### src/rtl/tmr_regs_pkg.sv
package tmr_regs_pkg;
  localparam int unsigned WORD_W = 32;
  // status flags occupy a contiguous run at the top of the word
  localparam int unsigned STS_LO = 26;
  localparam int unsigned STS_N  = 6;
  localparam int unsigned S_FIT  = 26;
  localparam int unsigned S_DEC  = 27;
  localparam int unsigned S_WDT  = 30;
  // control enable positions
  localparam int unsigned C_WDT_EN = 27;
  localparam int unsigned C_DEC_EN = 26;
  localparam int unsigned C_FIT_EN = 23;
  localparam int unsigned N_IRQ    = 3;

  localparam logic [WORD_W-1:0] CTL_BASE_MASK = 32'hFFC0_0000;
  localparam logic [WORD_W-1:0] CTL_EXT_MASK  = 32'h001F_E000;

  function automatic logic [WORD_W-1:0] ctl_mask(input bit ext);
    return ext ? (CTL_BASE_MASK | CTL_EXT_MASK) : CTL_BASE_MASK;
  endfunction
endpackage

### src/rtl/tmr_ctl_word.sv
module tmr_ctl_word
  import tmr_regs_pkg::*;
#(
  parameter bit EXT_MODE = 1'b1
) (
  input  logic              clk,
  input  logic              rst_n,
  input  logic              wr_en,
  input  logic [WORD_W-1:0] wr_data,
  output logic [WORD_W-1:0] word_q
);
  localparam logic [WORD_W-1:0] MASK = ctl_mask(EXT_MODE);

  always_ff @(posedge clk or negedge rst_n) begin
    if (!rst_n)     word_q <= '0;
    else if (wr_en) word_q <= wr_data & MASK;
  end
endmodule

### src/rtl/tmr_sts_word.sv
module tmr_sts_word
  import tmr_regs_pkg::*;
(
  input  logic              clk,
  input  logic              rst_n,
  input  logic              clr_en,
  input  logic [WORD_W-1:0] clr_data,
  input  logic [STS_N-1:0]  set_vec,
  output logic [WORD_W-1:0] word_q
);
  logic [STS_N-1:0] flag_q;

  for (genvar i = 0; i < STS_N; i++) begin : g_flag
    always_ff @(posedge clk or negedge rst_n) begin
      if (!rst_n)                          flag_q[i] <= 1'b0;
      else if (set_vec[i])                 flag_q[i] <= 1'b1;
      else if (clr_en && clr_data[STS_LO+i]) flag_q[i] <= 1'b0;
    end
  end

  assign word_q = {flag_q, {STS_LO{1'b0}}};
endmodule

### src/rtl/tmr_irq_rearm.sv
module tmr_irq_rearm
  import tmr_regs_pkg::*;
(
  input  logic              clk,
  input  logic              rst_n,
  input  logic [WORD_W-1:0] ctl_q,
  input  logic [WORD_W-1:0] sts_q,
  input  logic              ctl_wr_en,
  input  logic              clr_en,
  input  logic [WORD_W-1:0] clr_data,
  output logic [N_IRQ-1:0]  irq_q,
  output logic              fit_rearm_q,
  output logic              wdt_rearm_q
);
  // index 0 decrementer, 1 fixed-interval, 2 watchdog
  localparam int unsigned SBIT [N_IRQ] = '{S_DEC, S_FIT, S_WDT};
  localparam int unsigned EBIT [N_IRQ] = '{C_DEC_EN, C_FIT_EN, C_WDT_EN};

  for (genvar i = 0; i < N_IRQ; i++) begin : g_irq
    always_ff @(posedge clk or negedge rst_n) begin
      if (!rst_n) irq_q[i] <= 1'b0;
      else        irq_q[i] <= sts_q[SBIT[i]] & ctl_q[EBIT[i]];
    end
  end

  always_ff @(posedge clk or negedge rst_n) begin
    if (!rst_n) begin
      fit_rearm_q <= 1'b0;
      wdt_rearm_q <= 1'b0;
    end else begin
      fit_rearm_q <= ctl_wr_en | (clr_en & clr_data[S_FIT]);
      wdt_rearm_q <= ctl_wr_en | (clr_en & clr_data[S_WDT]);
    end
  end
endmodule

### src/rtl/tmr_ctl_regs.sv
module tmr_ctl_regs
  import tmr_regs_pkg::*;
#(
  parameter bit EXT_MODE = 1'b1
) (
  input  logic        clk,
  input  logic        rst_n,
  input  logic        ctl_wr_en,
  input  logic [31:0] ctl_wr_data,
  input  logic        sts_clr_en,
  input  logic [31:0] sts_clr_data,
  input  logic        dec_evt,
  input  logic        fit_evt,
  input  logic        wdt_evt,
  input  logic        wdt_enw_set,
  input  logic [1:0]  wdt_rst_set,
  output logic [31:0] ctl_word,
  output logic [31:0] sts_word,
  output logic        irq_dec,
  output logic        irq_fit,
  output logic        irq_wdt,
  output logic        fit_rearm,
  output logic        wdt_rearm
);
  logic [STS_N-1:0] set_vec;
  logic [N_IRQ-1:0] irq_vec;

  // flag order from bit 26 upward
  assign set_vec = {wdt_enw_set, wdt_evt, wdt_rst_set, dec_evt, fit_evt};

  tmr_ctl_word #(.EXT_MODE(EXT_MODE)) u_ctl (
    .clk(clk), .rst_n(rst_n), .wr_en(ctl_wr_en),
    .wr_data(ctl_wr_data), .word_q(ctl_word)
  );

  tmr_sts_word u_sts (
    .clk(clk), .rst_n(rst_n), .clr_en(sts_clr_en),
    .clr_data(sts_clr_data), .set_vec(set_vec), .word_q(sts_word)
  );

  tmr_irq_rearm u_out (
    .clk(clk), .rst_n(rst_n), .ctl_q(ctl_word), .sts_q(sts_word),
    .ctl_wr_en(ctl_wr_en), .clr_en(sts_clr_en), .clr_data(sts_clr_data),
    .irq_q(irq_vec), .fit_rearm_q(fit_rearm), .wdt_rearm_q(wdt_rearm)
  );

  assign irq_dec = irq_vec[0];
  assign irq_fit = irq_vec[1];
  assign irq_wdt = irq_vec[2];
endmodule

### config.mk
export PLATFORM = sky130hd
export DESIGN_NAME = tmr_ctl_regs
export DESIGN_NICKNAME = d
export VERILOG_FILES = /design/src/rtl/tmr_regs_pkg.sv /design/src/rtl/tmr_ctl_word.sv /design/src/rtl/tmr_sts_word.sv /design/src/rtl/tmr_irq_rearm.sv /design/src/rtl/tmr_ctl_regs.sv
export SDC_FILE = /design/constraint.sdc
export NUM_CORES = 1
export LEC_CHECK = 0
export BUFFER_PORTS_ARGS = -buffer_cell sky130_fd_sc_hd__buf_2
export CAP_MARGIN = 15
export CORE_ASPECT_RATIO = 0.6
export CORE_MARGIN = 5
export CORE_UTILIZATION = 38
export DETAILED_ROUTE_END_ITERATION = 10
export MAX_ROUTING_LAYER = met4
export PLACE_DENSITY = 0.88
export SYNTH_ARGS = -nofsm -noshare
export SYNTH_HDL_FRONTEND = slang
export SYNTH_SLANG_ARGS = --single-unit
### constraint.sdc
create_clock -name clk -period 1.26 [get_ports clk]
set_input_delay 0.063 -clock clk [delete_from_list [all_inputs] [get_ports clk]]
set_output_delay 0.063 -clock clk [all_outputs]
set_load 0.1 [all_outputs]
[Word-level counts from Yosys, hierarchy flattened]
Cells that the tools add are included.
Storage, ports and cells
  bits in registers: 29
  output and inout bits: 69
  word-level logic and storage cells: 43
Operators by class
  multiplexer cells: 12
  bitwise gates (word level): 7
  reduce and logical (&&, ||, !) cells: 12
Operator list (count)
  two-way mux 1 bit: 12
  nonzero test 2 bit: 6
  logical AND 1 bit: 6
  AND 1 bit: 5
  bitwise OR 1 bit: 2

[Longest topological paths before layout]
Gate-level depths: netlist of the first run.
  word-level depth: 3
  gate-level depth with buffers: 2

[By module]
A second synthesis of the first run with hierarchy kept.
Unflattened totals
  cell total of the unflattened synthesis: 108
  area total of the unflattened synthesis: 1406.3 sq um
By module, submodules not included
  tmr_ctl_word: times used 1, cells each 53, area an instance 830.8 sq um
  tmr_sts_word: times used 1, cells each 45, area an instance 416.6 sq um
  tmr_irq_rearm: times used 1, cells each 10, area an instance 158.9 sq um

[Least setup slack after synthesis of the first run]
OpenSTA, ideal clock, no wires.
  path type: reg2reg
  start: register, netlist name u_ctl.word_q[23]
  end: register u_ctl.word_q[23]
  setup time: 0.126 ns
  arrival time: 1.139 ns
  data required time: 1.134 ns
  slack: -0.006 ns
  stages on the path, launching flop included: 2
  cell sequence: dfrtp_1 mux2_4
RTL lines
  to (signal assigned): line tmr_ctl_word.sv:16  | else if (wr_en) word_q <= wr_data & MASK;
  to (decl): line tmr_ctl_word.sv:10  | output logic [WORD_W-1:0] word_q

[Worst setup path in the final report of the first run]
  start: register u_ctl.word_q[26]
  end: output ctl_word[26]
RTL lines
  to (decl): line tmr_ctl_regs.sv:17  | output logic [31:0] ctl_word,
No word-level cell between the ends.

==> impl_metrics.tcl, run 1 <==
set metrics [dict create \
    final_common_cell "buf_2" \
    synth_seq_cells 29 \
    final_cell_mix "buf_2, conb_1, dfrtp_1, mux2_4, dlygate4sd3_1" \
    grt_pass1_vias 825 \
    min_to "u_out.fit_rearm_q" \
    endpoint_kind "output port" \
    syn_area_um2 1420 \
    areaGrowthSynthToFinish_pct 28.3 \
    final_cells 229 \
    clk_latency_ns 0.27 \
    numClockSinks 29 \
    core_um2 3640 \
    diodes 0 \
    crit_fanout 3 \
    worst_slack_ns 0.128 \
    htree_levels 2 \
    r2r-end "u_ctl.word_q[27]" \
    place_congestion 0.694 \
    status "finished clean" \
    grt_max_degree 30 \
    synthDistinctLibCells 9 \
    grt.overflow.total 0 \
    ys_warn_count 0 \
    p_leak_uw 0.000990 \
    nNetsFinal 255 \
    drt_wl_total_um 2780 \
    cp_num_buf_inv 1 \
    cp.arrival_ns 1.07 \
    r2r-start "u_ctl.word_q[27]" \
    drc 0 \
    ir_worst_vdd_mv 0.893 \
    portBuffers 62 \
    finalSetupViolations 0 \
    clock.fmax_ghz 0.883 \
    worst_pin_slew_ns 0.649 \
    vias 862 \
    final_util_pct 50.2 \
    clockRootBuffer "clkbuf_8" \
    num_rows 17 \
    initial_core_util_pct 39.1 \
    wire_per_inst_um 12.1 \
    stdcell_area_um2 1820 \
    cts-resized-gates 0 \
    crit_family "buffers and inverters" \
    place_ws_ns 0.412 \
    min_path_cells 3 \
    drv_slew 0 \
    drv_cap 0 \
    ant_nets 0 \
    hp-class "in2reg" \
    slew_headroom_pct 56.7 \
    cts-buffers-inserted 5 \
    avgSynthCellArea_um2 13.3 \
    dp_cells 214 \
    fin_crit_ns 1.13 \
    dpl_cell_area_um2 1640 \
    crit_chain "buf_2" \
    layout-drive-gt1-share_pct 50.0 \
    cts_tree "yes" \
    dpl.hpwl_um 2080 \
    hp-start "sts_clr_data[26]" \
    synthCells 107 \
    antenna_found_initial 0 \
    tns_ns 0 \
    clock_skew_ns 0.000380 \
    path_class "reg2out" \
    vias_per_cell 3.76 \
    die_area_um2 5100 \
    rrSetupSlack_ns 0.47 \
    period_share_pct 89.8 \
    seq_area_frac_synth_pct 51.1 \
    track_usage_pct 10.9 \
    slowest_delay_ns 0.43 \
    die_height_um 57.4 \
    drt_iter0_markers 21 \
    powerDensity_nw_per_um2 1930 \
    critical_path_depth 1 \
    crit_slowest_cell "buf_2" \
    pin_count 143 \
    grt_pass1_wl_um 3900 \
    first_pass_iters 4 \
    start_kind "flip-flop" \
    rsz0062_at_grt "false" \
    ctsLongestPathBuffers 2 \
    die_x_um 89.0 \
    hold_viol 0 \
    clk_pin_slew_ns 0.06 \
    r2r_cells 1 \
    required_ns 1.20 \
]
-- metrics by stage --
stage	power (uW)	hold WS, ns
finish	3530	0.0155
global route	3660	0.00251
CTS	3570	0.00348
detailed placement	2560	0.144
global placement	2540	0.119
floorplan	2460	-0.233
-- final cells by class --
class | instances | area (um2)
fillers | 343 | 1810
flip-flops and latches | 29 | 729
multi-input cells | 75 | 519
repair buffers | 70 | 400
clock buffers | 7 | 86.3
well taps | 47 | 58.8
clock inverters | 1 | 30.0
-- metal layers --
layer | GRT usage [%] | share of wire [%] | vias to the layer above
li1 | - | - | 412
met1 | 13.2 | 39 | 403
met2 | 15.3 | 49 | 43
met3 | 4.47 | 11 | 4
met4 | 5.73 | 1.6 | 0
met5 | - | 0 | -
-- cell usage after synthesis --
cell type   n  area (um2)
buf_4      40         300
dfrtp_1    29         726
mux2_4     18         270
a21o_1      6        45.0
nand2_1     6        22.5
and2_1      3        18.8
buf_6       2        22.5
nand2b_1    2        12.5
conb_1      1        3.75
-- registers in the layout, indices dropped and copies added, names as in the netlist --
name and count:
u_sts.word_q 6, u_out.wdt_rearm_q 1, u_out.fit_rearm_q 1, u_ctl.word_q 18, u_out.irq_q 3
-- timing repair --
| action | in CTS | in global routing |
|---|---|---|
| setup endpoints to repair | 0 | 0 |
| setup buffers | 0 | 0 |
| hold buffers | 7 | 0 |
| hold endpoints to repair | 35 | 0 |
-- worst max path at each step --
| stage | from | endpoint | slack (ns) |
|---|---|---|---|
| after CTS | u_ctl.word_q[27] | ctl_word[27] | 0.11 |
| final | u_ctl.word_q[26] | ctl_word[26] | 0.13 |
| after global placement | u_sts.word_q[27] | sts_word[27] | 0.43 |
| after floorplan | u_ctl.word_q[13] | u_ctl.word_q[13] | 0.002 |
| after global routing | u_sts.word_q[27] | sts_word[27] | 0.07 |
| after detailed placement | u_ctl.word_q[27] | ctl_word[27] | 0.41 |
-- logic make-up (layout without fill, tap and decap cells) --
family / Yosys count / after routing / share of synthesized area (%)
AND/OR/NAND/NOR: 11 / 11 / 3.79
flip-flops: 29 / 29 / 51.1
other: 1 / 40 / 0.264
multiplexers: 18 / 18 / 19.0
AO/OA/AOI/OAI: 6 / 6 / 3.17
buffers and inverters: 42 / 78 / 22.7
-- power breakdown --
group | switching, uW | internal (uW)
logic | 1280 | 214
clock network | 330 | 644
registers | 41.1 | 1020
No activity file was read; power rests on OpenSTA's default activity.
==> run 2, diff against run 1 <==
- BUFFER_PORTS_ARGS: -buffer_cell sky130_fd_sc_hd__buf_2 -> -buffer_cell sky130_fd_sc_hd__buf_4
- CORE_UTILIZATION: 38 -> 33
- PLACE_DENSITY: 0.88 -> 0.78
- REMOVE_ABC_BUFFERS: not set -> 1
==> run 2 against run 1 <==
Compared with the run above: clock skew increased by 0.0017 ns; critical path depth unchanged; maximum frequency increased by 12%; global-route usage decreased by 0.30 points; highest routed layer unchanged; first-iteration DRC count decreased by 29%; design area increased by 8.4%.
==> impl_metrics.tcl, run 2 (synthesized netlist as in run 1, its figures left out) <==
set metrics [dict create \
    required_ns 1.20 \
    clk_latency_ns 0.27 \
    cts_tree "yes" \
    wire_per_inst_um 12.3 \
    crit_slowest_cell "dfrtp_1" \
    p_int_uw 1800 \
    p_leak_uw 0.00104 \
    hold_viol 0 \
    crit_fanout 3 \
    crit_chain "buf_4" \
    drt_wl_total_um 2990 \
    areaGrowthSynthToFinish_pct 39.1 \
    status "finished clean" \
    drt_iter0_markers 15 \
    crit_family "flip-flops" \
    ir_worst_vdd_mv 0.714 \
    clockRootBuffer "clkbuf_8" \
    path_class "reg2out" \
    grt.met3_usage_pct 5.20 \
    finalSetupViolations 0 \
    grt_pass1_wl_um 4280 \
    vias_per_cell 3.71 \
    place_ws_ns 0.383 \
    start_kind "flip-flop" \
    p_sw_share_pct 48.1 \
    top_usage_layer "met2" \
    grt.overflow.total 0 \
    core_um2 4140 \
    nNetsFinal 256 \
    use_met1_pct 11.9 \
    cts-buffers-inserted 5 \
    final_cell_mix "buf_4, conb_1, dfrtp_1, mux2_4, dlygate4sd3_1" \
    p_clk_share_pct 24.0 \
    numClockSinks 29 \
    clock.fmax_ghz 0.990 \
    largest_reg_flops 18 \
    dpl.hpwl_um 2240 \
    first_pass_iters 3 \
    vias 901 \
    clock_skew_ns 0.00206 \
    num_rows 18 \
    cts_setup_buffers 0 \
    powerDensity_nw_per_um2 1750 \
    cp.arrival_ns 0.95 \
    layout-drive-gt1-share_pct 48.1 \
    grt_pass1_vias 929 \
    diodes 0 \
    ant_nets 0 \
    drc 0 \
    reg_top3 "u_ctl.word_q: 18 flops, u_sts.word_q: 6 flops, u_out.irq_q: 3 flops" \
    period_share_pct 80.2 \
    switchingPower_uw 1670 \
    top_register "u_ctl.word_q" \
    drv_cap 0 \
    die_x_um 94.7 \
    drv_slew 0 \
    final_common_cell "buf_4" \
    fin_crit_ns 1.01 \
    combPwrFrac_pct 45.4 \
    slowest_delay_ns 0.37 \
    tns_ns 0 \
    grt_max_degree 30 \
    p_total_uw 3470 \
    antenna_found_initial 0 \
    portBuffers 62 \
    final_util_pct 47.7 \
    hp-class "in2reg" \
    ctsLongestPathBuffers 2 \
    endpoint_kind "output port" \
    die_height_um 60.8 \
    htree_levels 2 \
    cts-resized-gates 0 \
    place_congestion 0.705 \
    track_usage_pct 10.6 \
    pin_count 143 \
    clk_pin_slew_ns 0.06 \
    cp_num_buf_inv 1 \
    power_frac_seq_pct 30.6 \
    rsz0062_at_grt "false" \
    die_area_um2 5760 \
    initial_core_util_pct 34.3 \
    met2_usage_pct 15.9 \
    worst_slack_ns 0.250 \
]
run 2: layout make-up:
| type | count | area, um2 |
|---|---|---|
| multi-input combinational | 75 | 519 |
| fill | 402 | 2170 |
| sequential | 29 | 726 |
| clock inverter | 1 | 5.00 |
| tap | 60 | 75.1 |
| clock buffer | 7 | 96.3 |
| timing repair buffer | 71 | 556 |
run 2: path summary, 6_finish.rpt:
kind,cells after the start,slack [ns],start,endpoint
min in group asynchronous,2,0.25,rst_n,u_out.irq_q[2]
max reg2reg,1,0.48,u_ctl.word_q[27],u_ctl.word_q[27]
min,2,0.02,ctl_wr_data[16],u_ctl.word_q[16]
max,1,0.25,u_sts.word_q[30],sts_word[30]
min reg2reg,1,0.48,u_sts.word_q[29],u_sts.word_q[29]
max in group asynchronous,2,0.74,rst_n,u_out.irq_q[1]
run 2: repair_timing:
item                                    CTS  global route
hold endpoints to repair                 35             2
endpoints found under the setup margin    0             0
hold buffers                              7             2
run 2: power groups by stage:
stage / sequential (uW) / clock [uW] / combinational, uW
2_1_floorplan: 1710 / 0 / 635
3_3_place_gp: 1080 / 0 / 1550
3_5_place_dp: 1080 / 0 / 1560
4_1_cts: 1060 / 870 / 1580
5_1_grt: 1070 / 915 / 1620
6_report: 1060 / 831 / 1570
run 2: metal layers:
metal  wire, um  part of all wire, %
met1       1210                   40
met2       1460                   49
met3        300                   10
met4         27                 0.90
met5          0                    0
run 2: per-stage QoR:
stage	hold slack [ns]	instance area [um2]	instances
detailed placement	0.0114	1790	226
global route	0.00240	1980	243
global placement	0.0130	1790	226
finish	0.0169	1980	243
CTS	0.00337	1960	241
floorplan	-0.233	1240	104
==> run 3, diff against run 2 <==
- clock period: 1.26 -> 1 ns (I/O delays scaled with it)
==> run 3 against run 2 <==
Compared with the run above: first-iteration DRC count shrank 67%; sequential share of layout area shrank 3.5 points; flip-flop and latch count is the same; worst hold slack lost 0.0051 ns; critical path depth is the same; setup slack lost 0.22 ns; combinational power grew 32%; clock-buffer cell count is the same; utilization grew 5.1 points; die area is the same; routed wire length grew 6.9%; clock skew grew 0.00085 ns; critical path type unchanged.
==> impl_metrics.tcl, run 3 (synthesized netlist as in run 1, its figures left out) <==
set metrics [dict create \
    min_to "u_out.wdt_rearm_q" \
    ant_nets 0 \
    wire_per_inst_um 12.5 \
    track_usage_pct 11.3 \
    cts-buffers-inserted 5 \
    core_um2 4140 \
    hp-class "in2reg" \
    reg_top3 "u_ctl.word_q: 18 flops, u_sts.word_q: 6 flops, u_out.irq_q: 3 flops" \
    grt_max_degree 30 \
    cp.arrival_ns 0.92 \
    layout-drive-gt1-share_pct 44.7 \
    place_congestion 0.705 \
    worst_slack_ns 0.0343 \
    crit_slowest_cell "dfrtp_1" \
    portBuffers 62 \
    cts_tree "yes" \
    cp_num_buf_inv 1 \
    combPwrFrac_pct 46.4 \
    period_share_pct 96.6 \
    start_kind "flip-flop" \
    largest_reg_flops 18 \
    p_sw_share_pct 47.5 \
    die_x_um 94.7 \
    grt_pass1_vias 1012 \
    pin_count 143 \
    status "finished clean" \
    drt_iter0_markers 5 \
    r2r-end "u_ctl.word_q[17]" \
    nNetsFinal 270 \
    vias 959 \
    drc 0 \
    fin_crit_ns 0.966 \
    vias_per_cell 3.73 \
    crit_fanout 2 \
    grt.overflow.total 0 \
    r2r_cells 1 \
    antenna_found_initial 0 \
    endpoint_kind "output port" \
    num_rows 18 \
    initial_core_util_pct 34.3 \
    numClockSinks 29 \
    clockRootBuffer "clkbuf_8" \
    clock.fmax_ghz 1.04 \
    powerDensity_nw_per_um2 2050 \
    r2r-start "u_ctl.word_q[17]" \
    rrSetupSlack_ns 0.20 \
    clk_pin_slew_ns 0.06 \
    htree_levels 2 \
    p_clk_share_pct 23.4 \
    drv_slew 0 \
    p_leak_uw 0.00113 \
    path_class "reg2out" \
    holdWs_ns 0.0118 \
    place_ws_ns 0.136 \
    power_frac_seq_pct 30.3 \
    top_register "u_ctl.word_q" \
    slowest_delay_ns 0.35 \
    final_cell_mix "buf_4, conb_1, dfrtp_1, dlygate4sd3_1, buf_6" \
    crit_chain "buf_4" \
    min_path_cells 3 \
    drt_wl_total_um 3200 \
    first_pass_iters 3 \
    final_common_cell "buf_4" \
    hp-start "sts_clr_data[30]" \
    ctsLongestPathBuffers 2 \
    finalSetupViolations 0 \
    clk_latency_ns 0.27 \
    required_ns 0.95 \
    switchingPower_uw 2130 \
    ir_worst_vdd_mv 0.910 \
    areaGrowthSynthToFinish_pct 54.0 \
    drv_cap 0 \
    dpl.hpwl_um 2240 \
    dpl_cell_area_um2 1790 \
    cp-startpoint "u_sts.word_q[28]" \
    die_area_um2 5760 \
    hold_viol 0 \
    p_int_uw 2350 \
    crit_family "flip-flops" \
    grt_pass1_wl_um 4630 \
    stdcell_area_um2 2190 \
    diodes 0 \
    die_height_um 60.8 \
    clock_skew_ns 0.00291 \
]
==> run 3: cell types whose count changed in the layout (fill, tap and decap cells not counted), sizes merged <==
cell / delta
dlygate4sd3: +14
==> run 3: stage by stage <==
step           TNS (ns)  power (uW)  util [%]  cells
2_1_floorplan     -6.21        2950         -    104
3_3_place_gp          0        3310      43.1    226
3_5_place_dp          0        3320      43.1    226
4_1_cts               0        4470      50.6    253
5_1_grt        -0.00641        4650      52.8    257
6_report              0        4480      52.8    257
==> run 3: worst max path at each step <==
stage | to | slack [ns] | cells past startpoint
after CTS | sts_word[27] | 0.0004 | 1
after global routing | ctl_word[19] | -0.006 | 1
after global placement | u_ctl.word_q[20] | 0.15 | 2
final | sts_word[28] | 0.03 | 1
after floorplan | u_ctl.word_q[23] | -0.27 | 1
after detailed placement | u_ctl.word_q[17] | 0.14 | 2
==> run 3: metal layers <==
layer	GRT usage (%)	up-vias	routed length, um
met5	-	-	0
met4	5.54	0	45
met3	5.33	7	300
met2	17.8	49	1650
met1	12.2	461	1200
li1	-	442	-
==> run 3: power groups by stage <==
stage                     combinational, uW  clock [uW]  sequential [uW]
after floorplan                         800           0             2150
after global placement                 1950           0             1360
after detailed placement               1960           0             1360
final                                  2080        1050             1360
after global routing                   2130        1150             1370
after CTS                              2030        1100             1340
==> run 3: final cells by class <==
class / count / area, um2
Fill cell: 370 / 1960
Timing Repair Buffer: 85 / 767
Sequential cell: 29 / 726
Multi-Input combinational cell: 75 / 519
Clock buffer: 7 / 96.3
Tap cell: 60 / 75.1
Clock inverter: 1 / 5.00
==> run 3: repair_timing <==
action                                  in CTS  in global routing
endpoints found under the hold margin       47                  4
endpoints found under the setup margin       5                 14
buffers inserted                             0                  0
hold buffers                                19                  4
resized for setup                            5                 14
pin swaps                                    0                  0
